**src/rtl/ictl_pkg.sv**
```systemverilog
package ictl_pkg;
  localparam int unsigned REG_W   = 8;
  localparam int unsigned N_FLAGS = 3;
  localparam int unsigned FL_TMR  = 2;
  localparam int unsigned FL_EXT  = 1;
  localparam int unsigned FL_CHG  = 0;

  typedef struct packed {
    logic glb_en;
    logic per_en;
    logic tmr_en;
    logic ext_en;
    logic chg_en;
    logic tmr_fl;
    logic ext_fl;
    logic chg_fl;
  } ictl_reg_t;
endpackage

```
**src/rtl/ictl_sync.sv**
```systemverilog
module ictl_sync #(
  parameter int unsigned W      = 1,
  parameter int unsigned STAGES = 2
) (
  input  logic         clk,
  input  logic         rst,
  input  logic [W-1:0] d,
  output logic [W-1:0] q
);
  logic [W-1:0] stg [STAGES];

  for (genvar i = 0; i < STAGES; i++) begin : g_stage
    if (i == 0) begin : g_first
      always_ff @(posedge clk) begin
        if (rst) stg[i] <= '0;
        else     stg[i] <= d;
      end
    end else begin : g_rest
      always_ff @(posedge clk) begin
        if (rst) stg[i] <= '0;
        else     stg[i] <= stg[i-1];
      end
    end
  end

  assign q = stg[STAGES-1];
endmodule

```
**src/rtl/ictl_event_det.sv**
```systemverilog
module ictl_event_det #(
  parameter int unsigned W          = 1,
  parameter bit          ANY_CHANGE = 1'b0
) (
  input  logic         clk,
  input  logic         rst,
  input  logic [W-1:0] s,
  input  logic [W-1:0] mask,
  output logic         hit
);
  logic [W-1:0] prev;

  always_ff @(posedge clk) begin
    if (rst) prev <= '0;
    else     prev <= s;
  end

  if (ANY_CHANGE) begin : g_change
    assign hit = |((s ^ prev) & mask);
  end else begin : g_rise
    assign hit = |(s & ~prev & mask);
  end
endmodule

```
**src/rtl/ictl_flag.sv**
```systemverilog
module ictl_flag #(
  parameter bit INIT = 1'b0
) (
  input  logic clk,
  input  logic rst,
  input  logic set,
  input  logic wr,
  input  logic wd,
  output logic q
);
  always_ff @(posedge clk) begin
    if (rst)      q <= INIT;
    else if (set) q <= 1'b1;
    else if (wr)  q <= wd;
  end
endmodule

```
**src/rtl/intc_reg.sv**
```systemverilog
module intc_reg #(
  parameter int unsigned PINS        = 8,
  parameter int unsigned SYNC_STAGES = 2,
  parameter bit          CHG_INIT    = 1'b0
) (
  input  logic            clk,
  input  logic            rst,
  input  logic            wr_en,
  input  logic [7:0]      wr_data,
  output logic [7:0]      rd_data,
  input  logic            tmr_roll,
  input  logic            ext_pin,
  input  logic [PINS-1:0] port_pins,
  input  logic [PINS-1:0] pin_chg_en,
  input  logic            periph_pend,
  output logic            irq
);
  import ictl_pkg::*;

  localparam int unsigned EN_LO = N_FLAGS;

  ictl_reg_t r;
  logic [N_FLAGS-1:0] fl_set;
  logic [N_FLAGS-1:0] fl_q;
  logic               ext_s;
  logic [PINS-1:0]    pins_s;
  logic               ext_hit;
  logic               chg_hit;

  ictl_sync #(.W(1), .STAGES(SYNC_STAGES)) u_sync_ext (
    .clk(clk), .rst(rst), .d(ext_pin), .q(ext_s)
  );

  ictl_sync #(.W(PINS), .STAGES(SYNC_STAGES)) u_sync_pins (
    .clk(clk), .rst(rst), .d(port_pins), .q(pins_s)
  );

  ictl_event_det #(.W(1), .ANY_CHANGE(1'b0)) u_det_ext (
    .clk(clk), .rst(rst), .s(ext_s), .mask(1'b1), .hit(ext_hit)
  );

  ictl_event_det #(.W(PINS), .ANY_CHANGE(1'b1)) u_det_chg (
    .clk(clk), .rst(rst), .s(pins_s), .mask(pin_chg_en), .hit(chg_hit)
  );

  always_comb begin
    fl_set         = '0;
    fl_set[FL_TMR] = tmr_roll;
    fl_set[FL_EXT] = ext_hit;
    fl_set[FL_CHG] = chg_hit;
  end

  for (genvar f = 0; f < N_FLAGS; f++) begin : g_flag
    ictl_flag #(.INIT((f == FL_CHG) ? CHG_INIT : 1'b0)) u_flag (
      .clk(clk), .rst(rst), .set(fl_set[f]), .wr(wr_en),
      .wd(wr_data[f]), .q(fl_q[f])
    );
  end

  logic [REG_W-1:EN_LO] en_q;

  always_ff @(posedge clk) begin
    if (rst)        en_q <= '0;
    else if (wr_en) en_q <= wr_data[REG_W-1:EN_LO];
  end

  assign r = ictl_reg_t'({en_q, fl_q});

  always_ff @(posedge clk) begin
    if (rst) irq <= 1'b0;
    else     irq <= r.glb_en & ((r.tmr_en & r.tmr_fl) |
                                (r.ext_en & r.ext_fl) |
                                (r.chg_en & r.chg_fl) |
                                (r.per_en & periph_pend));
  end

  assign rd_data = r;
endmodule

```
**config.mk**
```make
export PLATFORM = sky130hd
export DESIGN_NAME = intc_reg
export DESIGN_NICKNAME = d
export VERILOG_FILES = /design/src/rtl/ictl_pkg.sv /design/src/rtl/ictl_sync.sv /design/src/rtl/ictl_event_det.sv /design/src/rtl/ictl_flag.sv /design/src/rtl/intc_reg.sv
export SDC_FILE = /design/constraint.sdc
export NUM_CORES = 1
export LEC_CHECK = 0
export ABC_AREA = 1
export ABC_CLOCK_PERIOD_IN_PS = 1100
export BUFFER_PORTS_ARGS = -buffer_cell sky130_fd_sc_hd__buf_2
export CAP_MARGIN = 20
export CELL_PAD_IN_SITES_DETAIL_PLACEMENT = 2
export CELL_PAD_IN_SITES_GLOBAL_PLACEMENT = 2
export CORE_UTILIZATION = 28
export CTS_BUF_LIST = sky130_fd_sc_hd__clkbuf_2 sky130_fd_sc_hd__clkbuf_4 sky130_fd_sc_hd__clkbuf_8
export DETAILED_ROUTE_END_ITERATION = 6
export GPL_TIMING_DRIVEN = 0
export PLACE_DENSITY_LB_ADDON = 0.1
export SYNTH_ARGS = -nofsm -noshare
export SYNTH_HDL_FRONTEND = slang
export SYNTH_SLANG_ARGS = --single-unit
```
**constraint.sdc**
```tcl
create_clock -name clk -period 1.1 [get_ports clk]
set_input_delay 0.055 -clock clk [delete_from_list [all_inputs] [get_ports clk]]
set_output_delay 0.055 -clock clk [all_outputs]
set_load 0.01 [all_outputs]
```
==> reports/metrics.cfg, run 1 <==
[clock_tree]
cts_buffers=5
clockBufferDepth=2
cts.htree.levels=2
cts.sinks=36
cts_resized=0
cts.clk_slew.worst_paths_ps=70
cts-root-buf=clkbuf_8
cts_tree=yes
clk_latency_ps=280

[layout]
fillers=518
antenna_cells=0
drive_above_1_share_pct=24.78
layout.nets=255
syn_to_final_growth_pct=39.44

[synth]
synthTopCellsByArea=dfxtp_1 56%, nor2_1 12%, inv_1 10%, nand2_1 6.7%, nand3_1 3.1%
netlist_instances=168
synth_cell_type_count=17
yosys_warnings=0
syn_area_um2=1285
synth_top_area_share_pct=56.09
syn_nets=198
synth-seq-area-share_pct=56.09
synth_seq_cells=36
syn_avg_cell_area_um2=7.649
synth_area_leader_cell=dfxtp_1

[die]
floorplan.initialDensity_pct=29.31
rows=24
core_area_um2=4384
chipWidth_um=69.75
die_y_um=69.75
ioPinCount=39
design.die.area_um2=4864

[sta]
slew_viol_final=0
relSlewSlack_pct=85.37
finalCriticalPeriod_ps=971.7
skew_ps=3.764
timing.setup.tns_ps=0
worst_pin_slew_ps=219.2
finalCritPeriodShare_pct=88.34
hold_viol=0
setup_viol=0
max_freq_mhz=1029
rsz0062_at_grt=no

[run_status]
status=completed

[min_path]
worstHoldPathType=in -> reg
hold_depth=3

[detailed_routing]
routedWlPerCell_um=11.38
routed_via_density=4.234
route.vias.total=1177
drt_iter0_drc=23
ant_nets=0
first_pass_iters=3
route.detailed.drc=0
routed_wl_mm=3.165

[pwr]
power.leakage_nw=0.9022
power_density_nw_per_um2=1647
finalPower_w=0.002950
max-vdd-ir-drop_v=0.0008941

[worst_setup_path]
end_kind=flip-flop
cp_max_fo=2
reg2reg_depth=5
crit_arrival_ps=1140
path_class=reg -> reg
startpoint_type=flip-flop
required_ps=1270

[grt]
grt_max_degree=12
antenna_found_initial=0
grt_pass1_wl_mm=5.416
grt-ovfl-total=0
grt_usage_pct=14.62
grt_pass1_vias=1292

[place]
portBuffers=37
dpl.hpwl_mm=2.347
place_congestion=0.6745

[run]
cap_violations=0

## cell type report
cell class | count | area, um2 | share of cell area, %
buffer | 7 | 51.30 | 2.863
clock buffer | 7 | 96.34 | 5.377
clock inverter | 1 | 30.03 | 1.676
inverter | 37 | 141.4 | 7.891
multi-input combinational | 88 | 371.6 | 20.74
sequential | 36 | 720.7 | 40.22
tap | 52 | 65.06 | 3.631
timing repair buffer | 50 | 315.3 | 17.60
## power by group
group | leakage, nW | switching, W | internal [W]
Sequential | 0.297 | 0.0000323 | 0.00137
Clock | 0.0645 | 0.000471 | 0.000800
Combinational | 0.541 | 0.000135 | 0.000145
## cell usage after synthesis, drive strengths merged
cell   instances
a21oi          4
a41oi          1
buf            7
dfxtp         36
inv           37
nand2         24
nand3          8
nor2          41
o21ai          8
or2            2
## sequential cells by signal (all words and copies together) (netlist names)
signal           count
u_det_ext.prev       1
en_q                 5
u_sync_pins.stg     16
u_det_chg.prev       8
g_flag.u_flag.q      3
irq                  1
u_sync_ext.stg       2
## layout by cell type, fill, tap and decap left out
master	synthesis	final
bufinv_16	0	1
o21ai_0	7	7
nand3_1	8	8
clkbuf_8	0	7
o21ai_1	1	1
dfxtp_1	36	36
nor2_1	41	41
inv_2	1	1
dlygate4sd3_1	0	13
buf_4	4	4
nand2_2	1	1
buf_6	1	1
a41oi_1	1	1
a21oi_1	3	3
inv_4	1	1
nand2_1	23	23
or2_1	2	2
a21oi_2	1	1
inv_1	35	35
buf_2	2	39
## path summary, 6_finish.rpt
check	endpoint	slack, ps	startpoint
worst max-delay path	g_flag[0].u_flag.q	130	u_det_chg.prev[3]
worst min-delay path	en_q[7]	9	wr_data[7]
worst max register to register	g_flag[0].u_flag.q	130	u_det_chg.prev[3]
worst min register to register	u_sync_pins.stg[1][7]	400	u_sync_pins.stg[0][7]
## routing by layer
metal	vias up	part of all wire (%)	track usage, %
met5	-	0	0
met4	0	1.6	6.667
li1	599	-	-
met3	5	3.9	4.651
met2	21	51	26.32
met1	552	43	15.44
## stage by stage
step | std cells | cell area (um2) | hold slack, ps | util, % | setup WS, ps
floorplan | 168 | 1285 | 162.0 | - | 240.8
CTS | 278 | 1792 | 8.589 | 40.87 | 101.2
global route | 278 | 1792 | 10.67 | 40.87 | 17.34
finish | 278 | 1792 | 9.360 | 40.87 | 128.3
detailed placement | 257 | 1535 | 264.1 | 35.02 | 120.5
global placement | 257 | 1535 | 257.2 | 35.02 | 139.9
## kinds of logic (layout without fill, tap and decap cells)
family	Yosys count	in the layout	synth area share [%]
flops	36	36	56.09
buf+inv	44	102	15.00
compound gates	13	13	5.647
simple gates	75	75	23.27
## what timing repair did
item                                   in CTS  in global routing
setup buffers                               0                  0
endpoints found under the hold margin      13                  0
hold buffers                               13                  0
## worst max-delay path, cell delays in order (launching register included)
cell and delay [ps]:
dfxtp_1 320, or2_1 220, nand3_1 70, nand2_1 70, nor2_1 100, a21oi_1 70
Power figures use the tool's default switching activity.
==> run 2, diff against run 1 <==
Settings changed: GPL_TIMING_DRIVEN 0 to 1.
==> reports/metrics.cfg, run 2 (synthesized netlist as in run 1, its figures left out) <==
[detailed_routing]
drt_iter0_drc=13  ; -43%
routedWlPerCell_um=11.53  ; +1.3%
ant_nets=0  ; unchanged
first_pass_iters=2  ; -1
route.vias.total=1155  ; -1.9%
routed_via_density=4.215  ; -0.44%
routed_wl_mm=3.160  ; -0.16%
route.detailed.drc=0  ; unchanged

[layout]
multi_input_area_um2=371.6  ; unchanged
syn_to_final_growth_pct=34.76
final_cell_mix=41 x nor2_1, 38 x buf_2, 36 x dfxtp_1
regArea_um2=720.7  ; unchanged
top_register=u_sync_pins.stg
finalNonFillerCells=274  ; -1.4%
reg.largest.list=u_sync_pins.stg x16, u_det_chg.prev x8, en_q x5
antenna_cells=0  ; unchanged
largest_reg_flops=16  ; unchanged
drive_above_1_share_pct=23.42  ; -1.4 points
layout.nets=251  ; -1.6%
postLayoutCoreUtil_pct=39.50  ; -1.4 points
fillers=515  ; -0.58%
final_common_cell=nor2_1
final_area_um2=1732  ; -3.4%

[worst_setup_path]
cp_slowest_cell=dfxtp_1
crit_chain=or2_1, nand3_1, nand2_1, nor2_1, a21oi_1
cp_max_fo=2  ; unchanged
crit_family=simple AND/OR/NAND/NOR gates
crit_arrival_ps=1130  ; about the same
end_kind=flip-flop
slowest_delay_ps=320  ; about the same
crit_buf_inv=0  ; unchanged
required_ps=1280  ; about the same
path_class=reg -> reg
startpoint_type=flip-flop

[place]
portBuffers=38  ; +2.7%
placed_cells_incl_taps=253  ; -1.6%
place_congestion=0.6546  ; -3.0%
dpl_cell_area_um2=1504  ; -2.0%
dpl.hpwl_mm=2.261  ; -3.7%

[sta]
finalCritPeriodShare_pct=86.83  ; -1.5 points
max_freq_mhz=1047  ; +1.7%
finalCriticalPeriod_ps=955.1  ; -16.58 ps
timing.setup.tns_ps=0  ; unchanged
slew_viol_final=0  ; unchanged
skew_ps=1.913  ; -1.851 ps
rsz0062_at_grt=no
relSlewSlack_pct=85.83  ; +0.46 points
hold_viol=0  ; unchanged
setup_viol=0  ; unchanged
worst_pin_slew_ps=212.5  ; -6.709 ps

[pwr]
power_density_nw_per_um2=1547  ; -6.0%
max-vdd-ir-drop_v=0.0005501  ; -38%
finalPower_w=0.002680  ; -9.2%
power.leakage_nw=0.8697  ; -3.6%

[clock_tree]
cts_tree=yes
cts_resized=0  ; unchanged
clockBufferDepth=2  ; unchanged
cts.sinks=36  ; unchanged
cts.htree.levels=2  ; unchanged
cts_setup_buffers=0  ; unchanged
cts.clk_slew.worst_paths_ps=70  ; about the same
clk_latency_ps=290  ; about the same
cts_hold_repair.buffers=13  ; unchanged
cts_buffers=5  ; unchanged
cts-root-buf=clkbuf_8

[run_status]
status=completed

[min_path]
worstHoldPathType=in -> reg

[grt]
antenna_found_initial=0  ; unchanged
grt_pass1_wl_mm=5.375  ; -0.76%
grt_max_degree=15  ; +3
grt_pass1_vias=1256  ; -2.8%
grt-ovfl-total=0  ; unchanged
grt_usage_pct=14.50  ; -0.12 points

[die]
core_area_um2=4384  ; unchanged
ioPinCount=39  ; unchanged
rows=24  ; unchanged
floorplan.initialDensity_pct=29.31  ; unchanged
chipWidth_um=69.75  ; unchanged
design.die.area_um2=4864  ; unchanged
die_y_um=69.75  ; unchanged

[run]
cap_violations=0  ; unchanged

[run 2: cell types whose count changed in the layout (fill, tap and decap cells not counted), sizes merged]
cell / previous run / this run
bufinv: 1 / 0
buf: 44 / 40
clkbuf: 7 / 8
[run 2: path summary, 6_finish.rpt]
kind                            slack [ps]                  start  depth (start not counted)                    end
worst max-delay path                   140      u_det_chg.prev[3]                          5     g_flag[0].u_flag.q
worst min-delay path                    10             wr_data[4]                          3                en_q[4]
worst max register to register         140      u_det_chg.prev[3]                          5     g_flag[0].u_flag.q
worst min register to register         410  u_sync_pins.stg[0][1]                          2  u_sync_pins.stg[1][1]
[run 2: metrics by stage]
stage | hold slack, ps | setup WS [ps]
2_1_floorplan | 162.0 | 240.8
3_5_place_dp | 267.2 | 178.1
4_1_cts | 2.354 | 106.4
5_1_grt | 14.75 | 62.15
6_report | 11.17 | 144.9
3_3_place_gp | 255.6 | 215.2
[run 2: cell type report]
cell class                      instances  share of cell area, %
Clock buffer                            8                  5.636
Inverter                               37                  8.165
Multi-Input combinational cell         88                  21.46
Sequential cell                        36                  41.62
Tap cell                               52                  3.757
Timing Repair Buffer                   53                  19.36
[run 2: where the power goes]
part	leakage (nW)	internal [W]	total, W	switching (W)
sequential	0.297	0.00137	0.00140	0.0000339
combinational	0.520	0.000132	0.000263	0.000131
clock	0.0523	0.000560	0.00102	0.000456
[run 2: per-layer routing]
metal	vias up	part of all wire (%)	GRT usage (%)
li1	588	-	-
met3	5	3.7	4.070
met2	22	53	26.86
met5	-	0	0
met4	0	2.2	8.000
met1	540	41	14.45
[run 2: worst reg2reg max path: cells and delay by family, from the launching register on]
kind / cells / cell delay, ps
DFF: 1 / 320
and+or+nand+nor: 4 / 460
AOI/OAI and AO/OA: 1 / 70
